<file path="src/rtl/baud_tick_pkg.sv">
package baud_tick_pkg;

  localparam int OVS_DEFAULT = 16;

  typedef enum logic {
    SEL_INTEGER    = 1'b0,
    SEL_FRACTIONAL = 1'b1
  } div_sel_e;

endpackage

</file>
<file path="src/rtl/baud_frac_accum.sv">
// Modulo accumulator: adds OVS each enabled clock, fires when the sum passes
// the effective divisor and keeps the remainder.
module baud_frac_accum #(
  parameter int DIV_W = 32,
  parameter int OVS   = 16
) (
  input  logic             clk,
  input  logic             rst_n,
  input  logic             run,
  input  logic [DIV_W-1:0] divisor,
  output logic             hit
);
  localparam int ACC_W = DIV_W + 1;
  localparam logic [ACC_W-1:0] STEP = ACC_W'(OVS);

  logic [ACC_W-1:0] acc_q;
  logic [ACC_W-1:0] eff;
  logic [ACC_W-1:0] sum;

  always_comb begin
    eff = {1'b0, divisor};
    if (eff < STEP) eff = STEP;
    sum = acc_q + STEP;
    hit = run && (sum > eff);
  end

  always_ff @(posedge clk or negedge rst_n) begin
    if (!rst_n)      acc_q <= '0;
    else if (!run)   acc_q <= '0;
    else if (hit)    acc_q <= sum - eff;
    else             acc_q <= sum;
  end
endmodule

</file>
<file path="src/rtl/baud_int_divider.sv">
// Reloading down-counter: fires at zero, so the period is divisor+1 clocks.
module baud_int_divider #(
  parameter int DIV_W = 32
) (
  input  logic             clk,
  input  logic             rst_n,
  input  logic             run,
  input  logic [DIV_W-1:0] divisor,
  output logic             hit
);
  logic [DIV_W-1:0] cnt_q;

  assign hit = run && (cnt_q == '0);

  always_ff @(posedge clk or negedge rst_n) begin
    if (!rst_n)     cnt_q <= '0;
    else if (!run)  cnt_q <= '0;
    else if (hit)   cnt_q <= divisor;
    else            cnt_q <= cnt_q - 1'b1;
  end
endmodule

</file>
<file path="src/rtl/baud_bit_divider.sv">
// Counts oversampling strobes and flags the last one of each bit.
module baud_bit_divider #(
  parameter int OVS = 16
) (
  input  logic clk,
  input  logic rst_n,
  input  logic run,
  input  logic tick_in,
  output logic hit
);
  generate
    if (OVS == 1) begin : g_pass
      assign hit = tick_in;
    end else begin : g_cnt
      localparam int CW = $clog2(OVS);
      localparam logic [CW-1:0] LAST = CW'(OVS - 1);
      logic [CW-1:0] cnt_q;

      assign hit = tick_in && (cnt_q == LAST);

      always_ff @(posedge clk or negedge rst_n) begin
        if (!rst_n)        cnt_q <= '0;
        else if (!run)     cnt_q <= '0;
        else if (tick_in)  cnt_q <= hit ? '0 : cnt_q + 1'b1;
      end
    end
  endgenerate
endmodule

</file>
<file path="src/rtl/baud_tick_gen.sv">
module baud_tick_gen
  import baud_tick_pkg::*;
#(
  parameter int DIV_W = 32,
  parameter int OVS   = OVS_DEFAULT
) (
  input  logic             clk,
  input  logic             rst_n,
  input  logic             en,
  input  logic             frac_sel,
  input  logic [DIV_W-1:0] divisor,
  output logic             os_tick,
  output logic             bit_tick
);
  div_sel_e mode;
  logic     run_frac, run_int;
  logic     frac_hit, int_hit, raw_tick, bit_hit;
  logic     os_tick_q, bit_tick_q;

  assign mode     = div_sel_e'(frac_sel);
  assign run_frac = en && (mode == SEL_FRACTIONAL);
  assign run_int  = en && (mode == SEL_INTEGER);

  baud_frac_accum #(.DIV_W(DIV_W), .OVS(OVS)) u_frac (
    .clk(clk), .rst_n(rst_n), .run(run_frac), .divisor(divisor), .hit(frac_hit)
  );

  baud_int_divider #(.DIV_W(DIV_W)) u_int (
    .clk(clk), .rst_n(rst_n), .run(run_int), .divisor(divisor), .hit(int_hit)
  );

  assign raw_tick = frac_hit | int_hit;

  baud_bit_divider #(.OVS(OVS)) u_bit (
    .clk(clk), .rst_n(rst_n), .run(en), .tick_in(raw_tick), .hit(bit_hit)
  );

  always_ff @(posedge clk or negedge rst_n) begin
    if (!rst_n) begin
      os_tick_q  <= 1'b0;
      bit_tick_q <= 1'b0;
    end else begin
      os_tick_q  <= raw_tick;
      bit_tick_q <= bit_hit;
    end
  end

  assign os_tick  = os_tick_q;
  assign bit_tick = bit_tick_q;
endmodule

</file>
<file path="config.mk">
export PLATFORM = sky130hd
export DESIGN_NAME = baud_tick_gen
export DESIGN_NICKNAME = d
export VERILOG_FILES = /design/src/rtl/baud_tick_pkg.sv /design/src/rtl/baud_frac_accum.sv /design/src/rtl/baud_int_divider.sv /design/src/rtl/baud_bit_divider.sv /design/src/rtl/baud_tick_gen.sv
export SDC_FILE = /design/constraint.sdc
export NUM_CORES = 1
export LEC_CHECK = 0
export BUFFER_PORTS_ARGS = -buffer_cell sky130_fd_sc_hd__buf_2
export CAP_MARGIN = 40
export CORE_MARGIN = 4
export CORE_UTILIZATION = 30
export DETAILED_ROUTE_END_ITERATION = 16
export HOLD_SLACK_MARGIN = 0.05
export MAX_ROUTING_LAYER = met4
export PLACE_DENSITY = 0.5
export RECOVER_POWER = 25
export SYNTH_ARGS = -nofsm -noshare
export SYNTH_HDL_FRONTEND = slang
export SYNTH_HIERARCHICAL = 1
export SYNTH_SLANG_ARGS = --single-unit
</file>
<file path="constraint.sdc">
create_clock -name clk -period 4.2 [get_ports clk]
set_input_delay 0.21 -clock clk [delete_from_list [all_inputs] [get_ports clk]]
set_output_delay 0.21 -clock clk [all_outputs]
set_load 0.1 [all_outputs]
</file>
==> results.md, run 1 <==
- EDFF count, synth: 0
- Clock input transition at the sequential cells of the worst setup and hold paths: 60 ps
- CTS tree: built
- Main combinational cell family by area after synthesis: simple AND/OR/NAND/NOR gates
- FMAX: 248.1 MHz
- Placed insts: 1027
- Nets: 851
- Final Cycle Share: 95.97%
- Layout area overhead: 15.87%
- First-pass GRT wire length: 28.99 mm
- Hold depth: 3
- Remaining global-route overflow: 0
- Post-DP Area: 0.006655 mm2
- Most common cell after layout, fill and taps aside: nor2_1
- IO Port Bufs: 37
- Reg-to-reg setup timing slack: 170 ps
- # rows: 51
- Worst R2R Start: u_frac/acc_q[4]$_DFF_PN0_
- Global routing usage on met2: 24.92%
- Die width: 150.1 um
- CTS Sinks: 71
- Residual DRC: 0
- CP Data Required Time: 4460 ps
- GRT Overall Usage: 16.90%
- Avg Inst Size Synth: 8.374 um2
- Initial core utilization: 30.81%
- GR met1 Demand/Resource: 23.78%
- Via/cell ratio: 5.202
- Layout Cells excl Fill: 1048
- TritonCTS buffer count: 9
- Max VDD drop: 0.0001814 V
- Tmin final: 4031 ps
- Critical path startpoint: u_frac/acc_q[4]$_DFF_PN0_
- TritonRoute pass-1 iters: 4
- Worst-Skew Late Latency: 350 ps
- Setup WS pre-CTS: 154.8 ps
- Initial antenna violation count: 0
- R2r worst-path depth: 18
- Setup Crit Path Kind: reg2reg
- Met3 global-route usage: 2.907%
- H-tree depth: 3
- GR peak layer: met2
- Layout cells sized above 1: 14.94%
- Data arrival time of the worst path: 4290 ps
- Worst Skew: 4.787 ps
- Post-synthesis mux area share: 3.637%
- Final Hold Fails: 0
- Status: finished, violations left
- Startpoint Class: flip-flop
- Core area: 0.01965 mm2
- Vias: 5452
- Worst slew margin: -61.93%
- RSZ-0062 raised after global routing: false
- Adder-cell share of the synthesized area: 7.770%
- Routed wire length: 17.61 mm
- Die area: 0.02252 mm2
- GPL Wtd Cong: 0.8544
- Xor/xnor share of the synthesized area: 10.68%
- Synth Warn #: 6
- Final WS setup: 169.4 ps
- Post-synth ARST share: 100.0%
- Worst hold path type: in2reg
- Clock Tree Buf Depth: 2
- Hold Path Origin: divisor[1]
- Pwr per Cell Area: 322.8 mW/mm2
- Post-Synth Simple-Gate Area: 25.17%
- Seq cells post-synth: 71
- Crit end category: flip-flop
- Post-detail-place hpwl: 13.61 mm
- Most frequent cells in the layout: 80 x nor2_1, 71 x dfrtp_1, 55 x nand2_1
- Largest net degree at the start of global routing: 46
- Cell area after layout: 0.007015 mm2
- Endpoint of the worst register-to-register path: u_frac/acc_q[31]$_DFF_PN0_
- Distinct cells, synth: 76
- Leak: 3.188 nW
- Mapped Area: 0.006055 mm2
- End of the worst hold path: u_int/cnt_q[1]$_DFF_PN0_
- Failing checks: max-capacitance violations, max-slew violations
- DRT iter0 DRCs: 391
- Fin util: 35.70%
- Max-slew violations: 42
- Die Y: 150.1 um
- Routed length per instance: 16.81 um
- Fin Setup TNS: 0 ps
- Routed Antenna Nets: 0
- Number of global-route vias before repair: 5424
- Syn Nets: 796
- Worst-path fanout max: 5
- IO Pins: 38
- Compound-cell area share of the yosys netlist: 18.66%
- Final Setup Violations: 0
- Worst-Margin Slew: 2429 ps
- Leading register cell type out of synthesis: dfrtp_1
- Post-synthesis sequential area ratio: 29.34%
- Max Cap Viol: 1
- Cell count after synthesis: 723
- Root Buffer: clkbuf_16
- Diodes inserted: 0
==> metrics by stage <==
step / hold slack (ps) / power, mW
6_report: 151.5 / 2.264
5_1_grt: 146.6 / 2.405
4_1_cts: 143.9 / 2.289
3_5_place_dp: 256.2 / 1.470
3_3_place_gp: 255.2 / 1.464
2_1_floorplan: -85.59 / 1.275
==> synthesized netlist by cell type, drive strengths merged (6+ instances only) <==
cell type  count  share of area, %
a211oi        16               2.1
a21o          17               2.1
a21oi         46               3.9
a31oi          6              0.62
and2          10               1.1
and3           9              0.93
buf           10               1.2
clkbuf        14              0.89
dfrtp         71                29
ha            36               7.4
inv           40               2.5
mux2i         22               3.6
nand2         57               3.6
nand3         26               2.2
nand4         19               2.3
nor2          80               5.0
nor3          19               1.6
nor4          18               2.4
o21a           6              0.74
o21ai         35               3.1
o21bai         6              0.74
or3            6              0.62
or4            9               1.3
xnor2         52               7.6
xor2          21               3.0
==> critical path, stage by stage (launching register included) <==
cell	delay [ps]
dfrtp_1	430
ha_1	200
nand2_1	90
nor4_4	240
buf_4	180
nand3_1	110
or2_2	320
xnor2_1	140
ha_1	360
buf_4	170
nand4_1	140
buf_4	180
a21oi_1	110
o21ai_0	110
a311oi_1	570
nor2_1	130
o21bai_1	220
nand4b_1	130
o221ai_1	90
==> final cells by class <==
class                      instances  area, um2
sequential                        71       1777
fill                            2139      12640
tap                              265      331.6
clock buffer                      11      242.7
timing repair buffer              68      434.2
clock inverter                     5      57.56
inverter                          42      157.7
multi-input combinational        586       4015
==> worst max path at each step <==
stage / endpoint / slack, ps / cells after the start
final: u_frac/acc_q[31]$_DFF_PN0_ / 170 / 18
after global routing: u_bit/g_cnt.cnt_q[3]$_DFFE_PN0P_ / 10 / 20
after CTS: u_bit/g_cnt.cnt_q[3]$_DFFE_PN0P_ / 170 / 18
after detailed placement: u_bit/g_cnt.cnt_q[3]$_DFFE_PN0P_ / 150 / 18
after global placement: u_bit/g_cnt.cnt_q[3]$_DFFE_PN0P_ / 220 / 18
after floorplan: u_bit/g_cnt.cnt_q[2]$_DFFE_PN0P_ / 300 / 20
==> timing repair <==
| action | in CTS | in global routing |
|---|---|---|
| hold endpoints to repair | 40 | 0 |
| setup endpoints to repair | 0 | 5 |
| resized for setup | 0 | 8 |
| hold buffers | 1 | 0 |
| setup buffers | 0 | 4 |
==> cell families after synthesis <==
kind of cell / after synthesis
AO/OA/AOI/OAI: 168
XOR/XNOR: 73
adder cells (fa/ha/maj): 37
buffers and inverters: 66
flip-flops: 71
multiplexers: 22
AND/OR/NAND/NOR: 286
==> layer usage <==
layer / wire length [um] / up-vias
met1: 8984 / 2603
met5: 0 / -
li1: - / 2736
met2: 7678 / 94
met3: 620 / 19
met4: 329 / 0
==> where the power goes <==
group	internal [mW]	switching, mW	total, mW	leakage [nW]
logic	0.283	0.401	0.684	2.06
clock network	0.477	0.321	0.798	0.149
registers	0.731	0.0510	0.782	0.982
total	1.49	0.774	2.26	3.19
==> sequential cells by signal, indices dropped and copies added, names as in the netlist <==
| register | cells |
|---|---|
| os_tick | 1 |
| u_bit/g_cnt.cnt_q | 4 |
| u_int/cnt_q | 32 |
| bit_tick | 1 |
| u_frac/acc_q | 33 |
Power figures use the tool's default switching activity.
==> run 2, diff against run 1 <==
--- a/config.mk
+++ b/config.mk
@@ -11,7 +11,6 @@
 export CORE_UTILIZATION = 30
 export DETAILED_ROUTE_END_ITERATION = 16
 export HOLD_SLACK_MARGIN = 0.05
-export MAX_ROUTING_LAYER = met4
 export PLACE_DENSITY = 0.5
 export RECOVER_POWER = 25
 export SYNTH_ARGS = -nofsm -noshare
==> results.md, run 2 (synthesis gave the netlist of run 1 again) <==
- RSZ-0062 raised after global routing: false
- R2r worst-path depth: 18
- Layout area overhead: 15.87%
- H-tree depth: 3
- FMAX: 248.7 MHz
- Most frequent cells in the layout: 80 x nor2_1, 71 x dfrtp_1, 55 x nand2_1
- Routed wire length: 17.69 mm
- Critical path startpoint: u_frac/acc_q[4]$_DFF_PN0_
- Clock input transition at the sequential cells of the worst setup and hold paths: 60 ps
- Critical path's largest stage delay: 570 ps
- Residual DRC: 0
- Most flops, register: u_frac/acc_q
- Worst-path fanout max: 5
- CTS Sinks: 71
- Clock Power Share: 35.4%
- Crit end category: flip-flop
- Fin Setup TNS: 0 ps
- Worst slew margin: -64.45%
- Worst hold path type: in2reg
- Final Cycle Share: 95.74%
- Endpoint of the worst register-to-register path: u_frac/acc_q[31]$_DFF_PN0_
- Initial antenna violation count: 0
- Worst-Margin Slew: 2467 ps
- Max Cap Viol: 1
- Slowest stage cell, crit path: a311oi_1
- End of the worst hold path: u_int/cnt_q[1]$_DFF_PN0_
- First-pass GRT wire length: 28.97 mm
- Max-slew violations: 42
- Top flop regs: u_frac/acc_q (33), u_int/cnt_q (32), u_bit/g_cnt.cnt_q (4)
- IO Pins: 38
- Top cell by count, worst path: buf_4
- Core area: 0.01965 mm2
- Sequential share of power: 34.5%
- CP Cell Sequence: ha_1, nand2_1, nor4_4, buf_4, nand3_1, or2_2, xnor2_1, ha_1, buf_4, nand4_1, buf_4, a21oi_1, o21ai_0, a311oi_1, nor2_1, o21bai_1, nand4b_1, o221ai_1
- Layout cells sized above 1: 14.94%
- Initial core utilization: 30.81%
- Switch share: 34.21%
- Failing checks: max-capacitance violations, max-slew violations
- Routed Antenna Nets: 0
- GPL Wtd Cong: 0.8413
- Worst Skew: 9.419 ps
- Switching pwr: 775.0 uW
- DRT iter0 DRCs: 306
- Final WS setup: 178.8 ps
- # rows: 51
- Pwr per Cell Area: 323.0 mW/mm2
- Diodes inserted: 0
- Reg-to-reg setup timing slack: 180 ps
- Tmin final: 4021 ps
- Cell internal pwr: 1.491 mW
- Hold depth: 3
- Clock Tree Buf Depth: 2
- Max reg flops: 33
- IO Port Bufs: 37
- Final Setup Violations: 0
- Post-detail-place hpwl: 13.61 mm
- Startpoint Class: flip-flop
- Leak: 3.188 nW
- Final Hold Fails: 0
- TritonCTS buffer count: 9
- CP bufs+invs: 3
- Number of global-route vias before repair: 5421
- Die width: 150.1 um
- Vias: 5442
- Remaining global-route overflow: 0
- GRT Overall Usage: 16.40%
- Via/cell ratio: 5.193
- Most common cell after layout, fill and taps aside: nor2_1
- TritonRoute pass-1 iters: 5
- Die Y: 150.1 um
- Worst-Skew Late Latency: 350 ps
- Root Buffer: clkbuf_16
- Worst path depth: 18
- Largest net degree at the start of global routing: 46
- Status: finished, violations left
- Die area: 0.02252 mm2
- Data arrival time of the worst path: 4280 ps
- CTS tree: built
- Nets: 851
- Setup WS pre-CTS: 154.8 ps
- Worst R2R Start: u_frac/acc_q[4]$_DFF_PN0_
- Routed length per instance: 16.88 um
- Setup Crit Path Kind: reg2reg
- Logic gate share of total power: 30.1%
- Crit path max-delay family: simple AND/OR/NAND/NOR gates
- Max VDD drop: 0.0001840 V
- CP Data Required Time: 4460 ps
- Hold Path Origin: divisor[1]
-- run 2: cell counts in the layout (fill, tap and decap cells not counted) --
No cell type changed its count.
-- run 2: final cells by class --
cell class | instances | area [um2]
Multi-Input combinational cell | 586 | 4015
Inverter | 42 | 157.7
Clock buffer | 11 | 242.7
Sequential cell | 71 | 1777
Clock inverter | 5 | 57.56
Tap cell | 265 | 331.6
Fill cell | 2139 | 12640
Timing Repair Buffer | 68 | 434.2
-- run 2: routing by layer --
layer | vias to the layer above | part of all wire [%] | GRT usage, %
met2 | 103 | 43 | 24.85
met1 | 2584 | 50 | 23.70
met5 | - | 0 | 0
met4 | 0 | 1.8 | 4.071
li1 | 2733 | - | -
met3 | 22 | 4.8 | 3.543
-- run 2: how the worst max path moves through the flow --
stage                                       end  slack (ps)
2_1_floorplan  u_bit/g_cnt.cnt_q[2]$_DFFE_PN0P_         300
3_3_place_gp   u_bit/g_cnt.cnt_q[3]$_DFFE_PN0P_         220
3_5_place_dp   u_bit/g_cnt.cnt_q[3]$_DFFE_PN0P_         150
4_1_cts        u_bit/g_cnt.cnt_q[3]$_DFFE_PN0P_         170
5_1_grt        u_bit/g_cnt.cnt_q[3]$_DFFE_PN0P_          10
6_report             u_frac/acc_q[31]$_DFF_PN0_         180
-- run 2: repair_timing --
item | in CTS | in global routing
resized for setup | 0 | 8
setup endpoints to repair | 0 | 5
endpoints found under the hold margin | 40 | 0
setup buffers | 0 | 4
hold buffers | 1 | 0
-- run 2: tightest hold or removal path: stages --
cell and delay [ps]:
buf_2 110, nor2_1 90, a211oi_1 50
-- run 2: power by group through the flow --
| stage | Clock, mW | Sequential [mW] | Combinational (mW) |
|---|---|---|---|
| after floorplan | 0 | 0.788 | 0.486 |
| after global placement | 0 | 0.793 | 0.671 |
| after detailed placement | 0 | 0.793 | 0.677 |
| after CTS | 0.826 | 0.781 | 0.681 |
| after global routing | 0.855 | 0.789 | 0.762 |
| final | 0.801 | 0.782 | 0.683 |
-- run 2: through the flow --
| stage | power, mW | hold WS, ps | area [um2] | cells | util [%] |
|---|---|---|---|---|---|
| after CTS | 2.289 | 143.9 | 6965 | 1044 | 35.44 |
| after floorplan | 1.275 | -85.59 | 6055 | 723 | - |
| after detailed placement | 1.470 | 256.2 | 6655 | 1027 | 33.86 |
| after global routing | 2.406 | 145.4 | 7015 | 1048 | 35.70 |
| after global placement | 1.464 | 255.2 | 6645 | 1026 | 33.81 |
| final | 2.266 | 152.3 | 7015 | 1048 | 35.70 |
